==> config.mk <==
export PLATFORM = sky130hd
export DESIGN_NAME = phy_mgmt_responder
export DESIGN_NICKNAME = d
export VERILOG_FILES = /design/src/rtl/phy_mgmt_pkg.sv /design/src/rtl/phy_cmd_decode.sv /design/src/rtl/phy_reg_file.sv /design/src/rtl/phy_read_mux.sv /design/src/rtl/phy_mgmt_responder.sv
export SDC_FILE = /design/constraint.sdc
export NUM_CORES = 1
export LEC_CHECK = 0
export CORE_ASPECT_RATIO = 0.6
export CORE_MARGIN = 4
export CORE_UTILIZATION = 40
export DETAILED_ROUTE_END_ITERATION = 12
export PLACE_DENSITY = 0.62
export SLEW_MARGIN = 25
export SYNTH_ARGS = -nofsm -noshare
export SYNTH_HDL_FRONTEND = slang
export SYNTH_SLANG_ARGS = --single-unit
export TNS_END_PERCENT = 1
==> constraint.sdc <==
create_clock -name clk -period 2.4 [get_ports clk]
set_input_delay 0.6 -clock clk [delete_from_list [all_inputs] [get_ports clk]]
set_output_delay 0.6 -clock clk [all_outputs]
set_load 0.02 [all_outputs]
==> src/rtl/phy_mgmt_pkg.sv <==
package phy_mgmt_pkg;

    localparam int BUS_W      = 32;
    localparam int MII_W      = 16;

    // Command word layout
    localparam int ADDR_LSB   = 12;
    localparam int ADDR_W     = 4;
    localparam int IDX_LSB    = 4;
    localparam int IDX_W      = 4;
    localparam int DIR_BIT    = 1;
    localparam int BUSY_BIT   = 0;

    // PHY register indexes
    localparam logic [IDX_W-1:0] IDX_CTRL    = 4'd0;
    localparam logic [IDX_W-1:0] IDX_STAT    = 4'd1;
    localparam logic [IDX_W-1:0] IDX_ID_HI   = 4'd2;
    localparam logic [IDX_W-1:0] IDX_ID_LO   = 4'd3;
    localparam logic [IDX_W-1:0] IDX_ADV     = 4'd4;
    localparam logic [IDX_W-1:0] IDX_PARTNER = 4'd5;

    // Fixed values and masks
    localparam logic [MII_W-1:0] CTRL_DEFAULT  = 16'h3100;
    localparam logic [MII_W-1:0] STAT_BASE     = 16'hFE28;
    localparam logic [MII_W-1:0] ID_HI_VALUE   = 16'h0044;
    localparam logic [MII_W-1:0] ID_LO_VALUE   = 16'h1400;
    localparam logic [MII_W-1:0] PARTNER_VALUE = 16'h0DE0;
    localparam logic [MII_W-1:0] CTRL_SELFCLR  = 16'h8200;
    localparam int               CTRL_RST_BIT  = 15;
    localparam int               LINK_BIT      = 2;

    typedef struct packed {
        logic             hit;
        logic             is_write;
        logic [IDX_W-1:0] idx;
    } phy_cmd_t;

    typedef struct packed {
        logic [MII_W-1:0] ctrl;
        logic [MII_W-1:0] adv;
    } phy_state_t;

    typedef struct packed {
        logic [BUS_W-1:0] cmd;
        logic [BUS_W-1:0] data;
    } host_regs_t;

endpackage

==> src/rtl/phy_cmd_decode.sv <==
module phy_cmd_decode
    import phy_mgmt_pkg::*;
#(
    parameter int A_W = ADDR_W,
    parameter int I_W = IDX_W
) (
    input  logic           valid,
    input  logic [A_W-1:0] addr_field,
    input  logic [I_W-1:0] idx_field,
    input  logic           dir_field,
    input  logic [A_W-1:0] own_addr,
    output phy_cmd_t       cmd
);

    always_comb begin
        cmd.hit      = valid && (addr_field == own_addr);
        cmd.is_write = dir_field;
        cmd.idx      = idx_field;
    end

endmodule

==> src/rtl/phy_reg_file.sv <==
module phy_reg_file
    import phy_mgmt_pkg::*;
#(
    parameter int W   = MII_W,
    parameter int I_W = IDX_W
) (
    input  logic           clk,
    input  logic           rst_n,
    input  logic           wr_stb,
    input  logic [I_W-1:0] idx,
    input  logic [W-1:0]   wdata,
    output logic [W-1:0]   ctrl,
    output logic [W-1:0]   adv
);

    phy_state_t state_d, state_q;

    always_comb begin
        state_d = state_q;
        if (wr_stb) begin
            case (idx)
                IDX_CTRL: begin
                    if (wdata[CTRL_RST_BIT]) begin
                        state_d.ctrl = CTRL_DEFAULT;
                        state_d.adv  = '0;
                    end else begin
                        state_d.ctrl = wdata & ~CTRL_SELFCLR;
                    end
                end
                IDX_ADV:  state_d.adv = wdata;
                default:  state_d = state_q;
            endcase
        end
    end

    always_ff @(posedge clk) begin
        if (!rst_n) begin
            state_q.ctrl <= CTRL_DEFAULT;
            state_q.adv  <= '0;
        end else begin
            state_q <= state_d;
        end
    end

    assign ctrl = state_q.ctrl;
    assign adv  = state_q.adv;

endmodule

==> src/rtl/phy_read_mux.sv <==
module phy_read_mux
    import phy_mgmt_pkg::*;
#(
    parameter int W   = MII_W,
    parameter int I_W = IDX_W
) (
    input  logic [I_W-1:0] idx,
    input  logic [W-1:0]   ctrl,
    input  logic [W-1:0]   adv,
    input  logic           link,
    output logic [W-1:0]   value
);

    logic [W-1:0] stat_word;

    always_comb begin
        stat_word           = STAT_BASE;
        stat_word[LINK_BIT] = link;
    end

    always_comb begin
        case (idx)
            IDX_CTRL:    value = ctrl;
            IDX_STAT:    value = stat_word;
            IDX_ID_HI:   value = ID_HI_VALUE;
            IDX_ID_LO:   value = ID_LO_VALUE;
            IDX_ADV:     value = adv;
            IDX_PARTNER: value = PARTNER_VALUE;
            default:     value = '0;
        endcase
    end

endmodule

==> src/rtl/phy_mgmt_responder.sv <==
module phy_mgmt_responder
    import phy_mgmt_pkg::*;
(
    input  logic              clk,
    input  logic              rst_n,
    input  logic [ADDR_W-1:0] phy_addr_cfg,
    input  logic              link_up,
    input  logic              wr_en,
    input  logic              wr_sel,
    input  logic [BUS_W-1:0]  wr_data,
    input  logic              rd_sel,
    output logic [BUS_W-1:0]  rd_data
);

    localparam int PAD_W = BUS_W - MII_W;

    host_regs_t       host_d, host_q;
    phy_cmd_t         cmd;
    logic [MII_W-1:0] ctrl_val;
    logic [MII_W-1:0] adv_val;
    logic [MII_W-1:0] rd_value;
    logic             cmd_wr;
    logic [BUS_W-1:0] cmd_word;
    logic [BUS_W-1:0] data_word;

    assign cmd_wr = wr_en && !wr_sel;

    phy_cmd_decode #(.A_W(ADDR_W), .I_W(IDX_W)) u_decode (
        .valid      (cmd_wr),
        .addr_field (wr_data[ADDR_LSB +: ADDR_W]),
        .idx_field  (wr_data[IDX_LSB +: IDX_W]),
        .dir_field  (wr_data[DIR_BIT]),
        .own_addr   (phy_addr_cfg),
        .cmd        (cmd)
    );

    phy_reg_file #(.W(MII_W), .I_W(IDX_W)) u_regs (
        .clk    (clk),
        .rst_n  (rst_n),
        .wr_stb (cmd.hit && cmd.is_write),
        .idx    (cmd.idx),
        .wdata  (host_q.data[MII_W-1:0]),
        .ctrl   (ctrl_val),
        .adv    (adv_val)
    );

    phy_read_mux #(.W(MII_W), .I_W(IDX_W)) u_rmux (
        .idx   (cmd.idx),
        .ctrl  (ctrl_val),
        .adv   (adv_val),
        .link  (link_up),
        .value (rd_value)
    );

    always_comb begin
        host_d = host_q;
        if (wr_en) begin
            if (!wr_sel) begin
                host_d.cmd           = wr_data;
                host_d.cmd[BUSY_BIT] = 1'b0;
                if (cmd.hit && !cmd.is_write) begin
                    host_d.data = {{PAD_W{1'b0}}, rd_value};
                end
            end else begin
                host_d.data = wr_data;
            end
        end
    end

    always_ff @(posedge clk) begin
        if (!rst_n) begin
            host_q <= '0;
        end else begin
            host_q <= host_d;
        end
    end

    assign cmd_word  = host_q.cmd;
    assign data_word = host_q.data;
    assign rd_data   = rd_sel ? data_word : cmd_word;

endmodule

==> results.toml <==
[status]
status = "complete, no violations"

[sta]
max_freq_mhz = 425
tns_ns = 0
setup_violations = 0
grt_setup_unrepaired = "no"
hold_viol = 0
fin_crit_ns = 2.35
slew_headroom = 0.711
tightest_slew_ns = 0.434
drv_slew = 0
skew_ns = 0.00458
fin_crit_sh = 0.979

[synth]
synth.yosys.seq_area_share = 0.439
synth_top_cell_area_share = 0.439
yosysWarnings = 0
synthTopCellsByArea = "dfxtp_1, mux2_2, nand2_1, a21oi_1, mux2i_1"
synth-compound-area-share = 0.207
synth.mux.area_fraction = 0.137
synth_enable_flop_cells = 0
synth_xor_area_frac = 0.00826
async_flop_share = 0
syn-num-nets = 503
synth_adder_area_share = 0
netlist-cell-type-count = 43
synthesis.area_sq_um = 4240
syn_area_per_cell_sq_um = 9.20
synth_area_leader_cell = "dfxtp_1"
synth_simple_gate_area_frac = 0.164
ys_ff_latch = 93
synth_top_family_by_area = "compound AO/OA/AOI/OAI gates"
synth_cells = 461
synthFlopType = "dfxtp_1"

[global_routing]
grt_pass1_wl_mm = 20.7
use_met1 = 0.298
met2_usage = 0.331
grt_pass1_vias = 3930
overflow = 0
busiest_layer = "met2"
antenna_found_initial = 0
grt_max_degree = 33
grt_use_total = 0.215
gr-usage-met3 = 0.0573

[clock_tree]
clock_sinks = 93
htreeDepth = 3
tritoncts = "done"
ctsHoldBuffers = 0
clk_pin_slew_worst_paths_ns = 0.07
cts_made_buffers = 9
cts-root-buf = "clkbuf_16"
clk_path_buf_depth = 2
clk_latency_ns = 0.34

[critical_path]
crit_required_ns = 1.80
path_max_fanout = 16
worst_ep_arrival_time_ns = 1.75
r2r-start = "data_word[15]$_SDFFE_PN0P_"
endpoint_kind = "output pin"
criticalPathCategory = "input pin to output pin"
cp-startpoint = "rd_sel"
startpoint_type = "input pin"

[floorplan]
io_pins = 74
core_region_area_sq_um = 10100
die_w_microns = 141
initial_utilization = 0.420
die-area_sq_um = 12400
fp.dieH_microns = 87.7
rows = 28

[placed_design]
io_buffers = 73
place_congestion = 0.810
hpwl_mm = 8.52

[cells_and_area]
seqCellArea_sq_um = 1860
nFillCells = 912
n_antenna_cell = 0
final_nets = 587
final_cell_mix = "dfxtp_1, nand2_1, a21oi_1"
multi_input_area_sq_um = 2190
drive_gt1_frac = 0.185
syn_to_final_growth_pct = 34.4
layout_commonest_cell = "dfxtp_1"

[detailed_routing]
vias = 3880
ant_nets = 0
wirelength_mm = 12.9
viasPerCell = 5.66
drtIter0Drc = 287
dr.pass1.iters = 5
avgRoutedWirePerCell_microns = 18.9
drc = 0

[job]
cap_violations = 0

[pwr]
p_total_uw = 3810
p_per_area_nw_per_um2 = 669
vdd_drop_max_mv = 0.363
power_leakage_uw = 0.00226

[worst_hold_path]
min_from = "cmd_word[29]$_SDFFE_PN0N_"
hold_path.class = "flop to flop"
==> kinds of logic (layout without fill, tap and decap cells) <==
group	Yosys count	after routing
flops	93	93
mux	54	54
xor+xnor	4	4
buf+inv	48	137
simple gates	140	140
compound gates	122	122
==> per-stage QoR <==
stage / instance area [sq um] / setup slack, ns / hold WS (ns) / instances / utilization
3_5_place_dp: 5360 / -0.480 / 0.444 / 668 / 0.531
6_report: 5700 / 0.0497 / 0.453 / 685 / 0.565
3_3_place_gp: 5360 / -0.472 / 0.439 / 668 / 0.531
5_1_grt: 5700 / 0.0323 / 0.474 / 685 / 0.565
4_1_cts: 5700 / 0.0486 / 0.454 / 685 / 0.565
2_1_floorplan: 4240 / 0.256 / 0.430 / 461 / -
==> cell type report <==
cell class | count | share of cell area
multi-input combinational | 320 | 0.385
sequential | 93 | 0.327
timing repair buffer | 117 | 0.195
clock buffer | 10 | 0.0419
tap | 135 | 0.0296
clock inverter | 6 | 0.0193
inverter | 4 | 0.00263
==> flip-flops by register name, summed over array words and instances, names as in the netlist <==
signal,flops
data_word,32
u_regs.adv,16
cmd_word,31
u_regs.ctrl,14
==> report_power, final <==
part	switching, uW	internal (uW)
sequential	34.5	1600
clock	603	1040
combinational	287	248
==> path summary, 6_finish.rpt <==
check | end | slack, ns | depth (start not counted)
worst min-delay path | cmd_word[29]$_SDFFE_PN0N_ | 0.45 | 2
worst max-delay path | rd_data[11] | 0.05 | 4
worst min register to register | cmd_word[29]$_SDFFE_PN0N_ | 0.45 | 2
worst max register to register | u_regs.adv[4]$_SDFFE_PN0P_ | 0.90 | 5
==> cells in the mapped netlist (5+ instances only) <==
master / instances
nand3b_1: 14
mux2_2: 31
a221oi_1: 9
dfxtp_1: 93
nor3_1: 6
a211oi_1: 5
nand2_1: 87
a22o_1: 16
a311oi_1: 9
mux2i_1: 23
o21ai_0: 6
nand2b_1: 5
buf_2: 7
nor2_1: 7
clkbuf_1: 26
a32o_1: 17
a21oi_1: 46
buf_1: 10
==> per-layer routing <==
metal	up-vias	wire length [microns]
met2	139	5640
li1	1856	-
met1	1869	6350
met3	16	761
met4	0	184
met5	-	0
==> worst max-delay path, cell delays in order <==
cell and delay (ns):
clkdlybuf4s15_2 0.26, buf_16 0.19, mux2_2 0.36, dlygate4sd2_1 0.33
==> repair_timing <==
item | CTS | global route
resized for setup | 36 | 0
endpoints found under the setup margin | 32 | 0
setup buffers | 0 | 0
Note: power is estimated with default switching activity, not from simulation.
